## src/rtl/fold_pkg.sv

```systemverilog
package fold_pkg;

   // Depth of each recirculation column for an N x N problem
   function automatic int unsigned bank_depth(input int unsigned n);
      return 2 * (n - 1);
   endfunction

   // Cycles in one complete run
   function automatic int unsigned run_cycles(input int unsigned n);
      return 2 * (n * n - 1);
   endfunction

   // Control bundle for one column
   typedef struct packed {
      logic sel;
      logic mode;
      logic clear;
   } fold_ctl_t;

endpackage

```

## src/rtl/fold_seq.sv

```systemverilog
module fold_seq
   import fold_pkg::*;
#(
   parameter int unsigned N = 3
) (
   input  logic      clk,
   input  logic      rst_n,
   output fold_ctl_t head_o,
   output logic      done_o
);
   localparam int unsigned D  = bank_depth(N);
   localparam int unsigned T  = run_cycles(N);
   localparam int unsigned SW = (D > 1) ? $clog2(D) : 1;
   localparam int unsigned PW = $clog2(N + 1);
   localparam int unsigned CW = $clog2(T);

   logic [SW-1:0] slot_q;
   logic [PW-1:0] pass_q;
   logic [CW-1:0] cyc_q;
   logic          done_q;
   logic          slot_end, pass_end, run_end;

   assign slot_end = (slot_q == SW'(D - 1));
   assign pass_end = (pass_q == PW'(N));
   assign run_end  = (cyc_q == CW'(T - 1));

   always_ff @(posedge clk) begin
      if (!rst_n) begin
         slot_q <= '0;
         pass_q <= '0;
         cyc_q  <= '0;
         done_q <= 1'b0;
      end else begin
         cyc_q  <= run_end ? '0 : cyc_q + 1'b1;
         slot_q <= slot_end ? '0 : slot_q + 1'b1;
         if (slot_end)
            pass_q <= pass_end ? '0 : pass_q + 1'b1;
         done_q <= run_end;
      end
   end

   always_comb begin
      head_o.sel   = (pass_q == '0);
      head_o.mode  = (slot_q < SW'(N - 1));
      head_o.clear = (slot_q == '0);
   end

   assign done_o = done_q;

   AST_RUN_ALIGN: assert property (@(posedge clk) disable iff (!rst_n)
      (cyc_q == '0) |-> (slot_q == '0 && pass_q == '0));
   AST_SEL_FALL: assert property (@(posedge clk) disable iff (!rst_n)
      $fell(head_o.sel) |-> (slot_q == '0 && pass_q == PW'(1)));
   AST_MODE_FALL: assert property (@(posedge clk) disable iff (!rst_n)
      $fell(head_o.mode) |-> (slot_q == SW'(N - 1)));
   AST_CLEAR_IN_TRI: assert property (@(posedge clk) disable iff (!rst_n)
      head_o.clear |-> head_o.mode);
   AST_DONE_ONE_CYCLE: assert property (@(posedge clk) disable iff (!rst_n)
      done_o |=> !done_o);
   AST_DONE_AT_RESTART: assert property (@(posedge clk) disable iff (!rst_n)
      done_o |-> (head_o.sel && head_o.clear));

endmodule

```

## src/rtl/fold_skew.sv

```systemverilog
module fold_skew
   import fold_pkg::*;
#(
   parameter int unsigned NCOL = 6
) (
   input  logic            clk,
   input  logic            rst_n,
   input  fold_ctl_t       head_i,
   output logic [NCOL-1:0] mode_o,
   output logic [NCOL-1:0] clear_o,
   output logic [NCOL-1:0] sel_o
);
   fold_ctl_t tap [NCOL];
   logic      warm_q;

   always_ff @(posedge clk) begin
      if (!rst_n) warm_q <= 1'b0;
      else        warm_q <= 1'b1;
   end

   for (genvar c = 0; c < NCOL; c++) begin : g_col
      if (c == 0) begin : g_head
         assign tap[c] = head_i;
      end else begin : g_dly
         fold_ctl_t q;
         always_ff @(posedge clk) begin
            if (!rst_n) q <= '0;
            else        q <= tap[c-1];
         end
         assign tap[c] = q;

         AST_SKEW_FOLLOW: assert property (@(posedge clk) disable iff (!rst_n)
            warm_q |-> (tap[c] == $past(tap[c-1])));
      end
      assign mode_o[c]  = tap[c].mode;
      assign clear_o[c] = tap[c].clear;
      assign sel_o[c]   = tap[c].sel;
   end

endmodule

```

## src/rtl/fold_bank.sv

```systemverilog
module fold_bank #(
   parameter int unsigned W = 16,
   parameter int unsigned D = 4
) (
   input  logic         clk,
   input  logic         rst_n,
   input  logic [W-1:0] din,
   output logic [W-1:0] tail
);
   logic [W-1:0] st [D];

   for (genvar j = 0; j < D; j++) begin : g_stage
      always_ff @(posedge clk) begin
         if (!rst_n)      st[j] <= '0;
         else if (j == 0) st[j] <= din;
         else             st[j] <= st[(j == 0) ? 0 : j-1];
      end
   end

   assign tail = st[D-1];

endmodule

```

## src/rtl/fold_row_ctrl.sv

```systemverilog
module fold_row_ctrl
   import fold_pkg::*;
#(
   parameter int unsigned N = 3,
   parameter int unsigned W = 16
) (
   input  logic              clk,
   input  logic              rst_n,
   input  logic [2*N*W-1:0]  mat_in,
   input  logic [2*N*W-1:0]  cell_out,
   output logic [2*N*W-1:0]  cell_in,
   output logic [2*N-1:0]    cell_mode,
   output logic [2*N-1:0]    cell_clear,
   output logic [2*N-1:0]    cell_sel,
   output logic              done
);
   localparam int unsigned NCOL = 2 * N;
   localparam int unsigned D    = bank_depth(N);

   if (N < 2 || N > 6) begin : g_bad_n
      $error("fold_row_ctrl: N must lie in 2..6");
   end
   if (W < 2) begin : g_bad_w
      $error("fold_row_ctrl: W must be at least 2");
   end

   fold_ctl_t head;
   logic [W-1:0] fb [NCOL];

   fold_seq #(.N(N)) seq_i (
      .clk    (clk),
      .rst_n  (rst_n),
      .head_o (head),
      .done_o (done)
   );

   fold_skew #(.NCOL(NCOL)) skew_i (
      .clk     (clk),
      .rst_n   (rst_n),
      .head_i  (head),
      .mode_o  (cell_mode),
      .clear_o (cell_clear),
      .sel_o   (cell_sel)
   );

   for (genvar c = 0; c < NCOL; c++) begin : g_col
      if (c < NCOL - 1) begin : g_fb
         fold_bank #(.W(W), .D(D)) bank_i (
            .clk   (clk),
            .rst_n (rst_n),
            .din   (cell_out[(c+1)*W +: W]),
            .tail  (fb[c])
         );
      end else begin : g_edge
         assign fb[c] = '0;
      end
      assign cell_in[c*W +: W] = cell_sel[c] ? mat_in[c*W +: W] : fb[c];
   end

   AST_EDGE_NO_FEEDBACK: assert property (@(posedge clk) disable iff (!rst_n)
      !cell_sel[NCOL-1] |-> (cell_in[(NCOL-1)*W +: W] == '0));
   AST_DONE_ONLY_COL0_START: assert property (@(posedge clk) disable iff (!rst_n)
      done |-> cell_clear[0]);

endmodule

```

## config.mk

```make
export PLATFORM = sky130hd
export DESIGN_NAME = fold_row_ctrl
export DESIGN_NICKNAME = d
export VERILOG_FILES = /design/src/rtl/fold_pkg.sv /design/src/rtl/fold_seq.sv /design/src/rtl/fold_skew.sv /design/src/rtl/fold_bank.sv /design/src/rtl/fold_row_ctrl.sv
export SDC_FILE = /design/constraint.sdc
export NUM_CORES = 1
export LEC_CHECK = 0
export BUFFER_PORTS_ARGS = -buffer_cell sky130_fd_sc_hd__buf_2
export CAP_MARGIN = 25
export CORE_AREA = 2 2 190 192
export CTS_CLUSTER_SIZE = 24
export DETAILED_ROUTE_END_ITERATION = 6
export DIE_AREA = 0 0 192 194
export GPL_TIMING_DRIVEN = 1
export SLEW_MARGIN = 10
export SYNTH_ARGS = -nofsm -noshare
export SYNTH_HDL_FRONTEND = slang
export SYNTH_SLANG_ARGS = --single-unit
```

## constraint.sdc

```tcl
create_clock -name clk -period 1.6 [get_ports clk]
set_clock_uncertainty 0.2 [all_clocks]
set_input_delay 0.4 -clock clk [delete_from_list [all_inputs] [get_ports clk]]
set_output_delay 0.4 -clock clk [all_outputs]
set_load 0.05 [all_outputs]
```

Word-level counts from Yosys, hierarchy flattened
Memory sizes are Yosys's and may differ from the RTL's.
Index checks and enable logic that the tools add are counted.
{ "word_totals": {"reg_bits": 24, "mem_bits_rw": 320, "word_cells": 85, "output_inout_bits": 115, "inputBits": 194, "n_memories": 5} }
{ "memory_table": {"columns": ["name", "words", "word_bits", "read_ports", "rd_clocked_by_memory_dff", "write_ports", "line", "source"], "rows": [
  ["g_col[0].g_fb.bank_i.st", 4, 16, 4, 0, 4, "fold_bank.sv:10", "logic [W-1:0] st [D];"],
  ["g_col[1].g_fb.bank_i.st", 4, 16, 4, 0, 4, "fold_bank.sv:10", null],
  ["g_col[2].g_fb.bank_i.st", 4, 16, 4, 0, 4, "fold_bank.sv:10", null],
  ["g_col[3].g_fb.bank_i.st", 4, 16, 4, 0, 4, "fold_bank.sv:10", null],
  ["g_col[4].g_fb.bank_i.st", 4, 16, 4, 0, 4, "fold_bank.sv:10", null]
]} }
{ "op_classes": {"addsub": 3, "n_eq_ne": 3, "n_reduce_logical": 4, "order_cmp": 1, "muxes": 29, "n_bitwise": 21} }
{ "ops": {"columns": ["operator", "n"], "rows": [
  ["two-way mux 16 bit", 26],
  ["OR 1 bit", 20],
  ["adder 2 x 1 -> 2 bit (second input constant)", 2],
  ["adder 4 x 1 -> 4 bit (second input constant)", 1],
  ["== test 2 bit (second input constant)", 2],
  ["== test 4 bit (second input constant)", 1],
  ["zero test 2 bit", 2],
  ["OR reduction 2 bit", 2],
  ["less-than comparator 2 bit (second input constant)", 1],
  ["two-way mux 1 bit", 2],
  ["two-way mux 2 bit", 1],
  ["inverter 1 bit", 1]
]} }

Longest topological paths before layout
{ "logic_depth": {"ltp_word": 2, "depth_mapped": 5, "ltp_nobuf": 4} }

By module
A second synthesis with hierarchy kept.
{ "hier_totals": {"cells_unflattened": 929, "hier_area_um2": 11726.2} }
{ "modules_own_cells": {"columns": ["module", "n_inst", "cells_per_inst", "area_per_inst_um2"], "rows": [
  ["fold_bank", 5, 150, 1911.8],
  ["fold_row_ctrl", 1, 107, 1348.8],
  ["fold_skew", 1, 34, 441.7],
  ["fold_seq", 1, 38, 376.6]
]} }

Worst setup path after synthesis
OpenSTA, ideal clock, no wires.
{ "synth_path": {"path_type": "reg-to-output", "start": "reg seq_i.pass_q[0]", "end": "out cell_in[10]", "path_slack_ns": -0.683, "t_required_ns": 1.000, "n_path_buf": 2, "t_arrival_ns": 1.683, "path_stages_with_launch": 6, "path_cell_list": "dfxtp_1 > inv_1 > ha_1 > buf_4 > buf_6 > mux2_2"} }
{ "synth_between": {"elab_chain_len": 2} }
{ "synth_lines": {"columns": ["element", "line", "source"], "rows": [
  ["start: declaration", "fold_seq.sv:18", "logic [PW-1:0] pass_q;"],
  ["start signal: assignment", "fold_seq.sv:37", "pass_q <= pass_end ? '0 : pass_q + 1'b1;"],
  ["zero test 2 bit", "fold_seq.sv:43", "head_o.sel = (pass_q == '0);"],
  ["net cell_sel[0]", "fold_row_ctrl.sv:14", "output logic [2*N-1:0] cell_sel,"],
  ["two-way mux 16 bit", "fold_row_ctrl.sv:57", "assign cell_in[c*W +: W] = cell_sel[c] ? mat_in[c*W +: W] : fb[c];"],
  ["end: declaration", "fold_row_ctrl.sv:11", "output logic [2*N*W-1:0] cell_in,"]
]} }
The timed path passes the listed nets, and every way through them passes these cells.

Worst setup path in the final report
{ "layout_path": {"start": "reg seq_i.pass_q[0]", "end": "out cell_in[15]"} }
{ "layout_between": {"elab_chain_len": 2} }
{ "layout_lines": {"columns": ["element", "line"], "rows": [
  ["zero test 2 bit", "fold_seq.sv:43"],
  ["two-way mux 16 bit", "fold_row_ctrl.sv:57"]
]} }
Every way passes these cells.

==> flow_summary.yaml <==
sta:
  report.final.setup_viol: 109
  transition_at_the_pin_with_the_smallest_max_transition_slack_ps: 291
  hold_viol_final: 0
  timing.slew.headroom_pct: 80.6
  finalCritPeriodShare_pct: 145
  unrepaired_setup_endpoints_after_global_routing: "true"
  final.setup.worst_slack_ps: -713
  fmaxAchievable_ghz: 0.432
  min_cycle_time_layout_ps: 2310
  finalMaxSlewViolations: 0
cts:
  cts.path.max_buffers: 3
  cts_tree: "yes"
  cts.reportedPaths.clkPinSlew_ps: 60
  tritoncts.num_buffers: 37
  cts_root_buffer: "sky130_fd_sc_hd__clkbuf_16"
  h_tree_depth: 2
  insertion_delay_of_the_later_clocked_pin_in_the_worst_skew_pair_ps: 510
  cts.sinks: 344
power:
  net-switching-power_mw: 4.53
  power.static_leakage_nw: 7.26
  powerDensity_nw_per_um2: 1240
  internal-power_mw: 15.5
  report.power.total_mw: 20.1
  max-vdd-ir-drop_mv: 0.688
  power.clock.fraction_pct: 44.3
  power.combinational.fraction_pct: 11.0
  netSwitchingFraction_pct: 22.6
  seq_power_share_pct: 44.7
drt:
  met1Wirelength_mm: 10.4
  drt_first_iter_violations: 84
  dr_wl_met2_mm: 11.0
  drt_pre_antenna_iters: 4
  route.vias.total: 6699
  vias_per_instance: 3.84
  highest_layer: "met5"
  drc: 0
  antenna_left: 0
  wl_per_cell_microns: 13.2
  postRouteWirelength_mm: 23.1
  route.met3.wl_mm: 1.14
synth:
  yosys_register_bits: 344
  postSynthNetCount: 1051
  async_set_or_reset_register_ratio_after_synthesis_pct: 0
  postSynthCellCount: 852
  synthFlopType: "sky130_fd_sc_hd__dfxtp_1"
  synth-edff-count: 0
  synth_area_sq_um: 10500
  synth_cell_type_count: 22
  synth.avg_cell_area_sq_um: 12.3
  seq_area_frac_synth_pct: 65.7
  synthesis.yosys.warnings: 0
outcome:
  run_status: "finished, violations left"
  violated_checks: "negative setup slack"
grt:
  via_count_of_the_first_global_routing_pass: 6904
  global_route.usage.total_pct: 12.2
  globalRoute.totalOverflow: 0
  grt_first_pass_wirelength_mm: 35.7
  antenna_found_initial: 1
  grt_max_degree: 65
min_path:
  worst_hold_path_type: "input port to flip-flop"
floorplanning:
  die_h_microns: 194
  core.rowCount: 69
  initial_utilization_pct: 29.7
  top_level_ports: 309
  floorplan.core_area_sq_um: 35200
  die_width_microns: 192
  die_area_sq_um: 37200
finish:
  layout.cells.most_common: "sky130_fd_sc_hd__and2_1"
  final_cell_mix: "334 x sky130_fd_sc_hd__and2_1, 324 x sky130_fd_sc_hd__dfxtp_1, 176 x sky130_fd_sc_hd__buf_2"
  area_growth_pct: 54.7
  n_antenna_cell: 0
  layout-drive-gt1-share_pct: 40.3
  fillerInstances: 3126
  final_net_count: 1457
placed_design:
  globalplace.congestion: 0.742
  dp_worst_setup_slack_ps: -279
  io_buffers: 292
  place_hpwl_mm: 14.9
job:
  max_cap_violations: 0
setup_path:
  worstPathArrival_ps: 1710
  timing.critical_path.to_type: "primary output"
  critical_path_peak_fanout: 9
  type_of_the_worst_setup_path: "flip-flop to primary output"
  worst_setup_start_kind: "flip-flop"
  cp_data_required_time_ps: 1000
==> flip-flops by register name, indices dropped and copies added, names as in the netlist <==
| register | cells |
|---|---|
| g_col.g_fb.bank_i.st | 320 |
| seq_i.slot_q | 2 |
| skew_i.sel_o | 5 |
| skew_i.clear_o | 5 |
| seq_i.pass_q | 2 |
| seq_i.cyc_q | 4 |
| seq_i.done_o | 1 |
| skew_i.mode_o | 5 |
==> final timing paths <==
| path | startpoint | to | slack, ps | cells past startpoint |
|---|---|---|---|---|
| worst max-delay path | seq_i.pass_q[0] | cell_in[15] | -710 | 5 |
| worst min-delay path | rst_n | skew_i.clear_o[2] | 60 | 3 |
| worst max register to register | seq_i.slot_q[0] | seq_i.pass_q[0] | 150 | 5 |
| worst min register to register | g_col[0].g_fb.bank_i.st[0][1] | g_col[0].g_fb.bank_i.st[1][1] | 220 | 1 |
==> per-stage QoR <==
step           TNS (ps)  util (%)  cell area, sq um  hold slack [ps]  instances
6_report         -52940      46.0             16200             62.8       1746
5_1_grt          -60210      46.0             16200             47.3       1746
4_1_cts          -57370      45.7             16100             34.2       1740
3_5_place_dp      -6260      36.6             12900              217       1579
3_3_place_gp      -5520      36.6             12900              213       1579
2_1_floorplan     -8810         -             10800              212        852
==> routing by layer <==
metal	track usage, %	up-vias
met2	20.1	152
li1	-	3464
met3	2.99	46
met1	15.3	3035
met4	4.89	2
met5	0	-
==> critical path: stages (launching register included) <==
cell                      delay (ps)
sky130_fd_sc_hd__dfxtp_2         320
sky130_fd_sc_hd__inv_2            70
sky130_fd_sc_hd__ha_4            160
sky130_fd_sc_hd__buf_12          140
sky130_fd_sc_hd__mux2_2          350
sky130_fd_sc_hd__buf_6           160
==> cell families after synthesis <==
logic type | count (synthesis) | share of synthesized area, %
AND/OR/NAND/NOR | 363 | 21.5
flip-flops | 344 | 65.7
multiplexers | 81 | 8.69
buffers and inverters | 54 | 3.14
adder cells (fa/ha/maj) | 5 | 0.597
AO/OA/AOI/OAI | 4 | 0.215
XOR/XNOR | 1 | 0.0836
==> synth_stat cells, drive strengths merged (2+ instances only) <==
cell      n  area, sq um
and2    350         2190
mux2     80          901
inv       6         22.5
clkbuf   34          168
nor3b     2         15.0
nor2      6         22.5
a21oi     2         10.0
dfxtp   344         6890
ha        5         62.6
buf      14          139
==> power groups by stage <==
stage	combinational (mW)	clock [mW]	sequential [mW]
5_1_grt	2.34	9.54	9.01
3_3_place_gp	1.66	0	9.15
2_1_floorplan	1.15	0	9.19
4_1_cts	2.18	9.22	8.98
6_report	2.20	8.89	8.98
3_5_place_dp	1.68	0	9.15
==> cell type report <==
cell class	count	area, sq um	share of cell area, %
repair buffers	415	3770	23.3
flip-flops and latches	344	6930	42.8
clock buffers	50	1070	6.59
well taps	461	577	3.56
multi-input cells	454	3610	22.3
clock inverters	16	229	1.41
inverters	6	22.5	0.139
==> repair_timing <==
action,4_1_cts,5_1_grt
pin swaps,2,0
endpoints found under the hold margin,80,0
endpoints found under the setup margin,115,115
buffers inserted,12,6
gates resized for setup,301,19
hold buffers,80,0
cloned,4,0
Power figures use the tool's default switching activity.
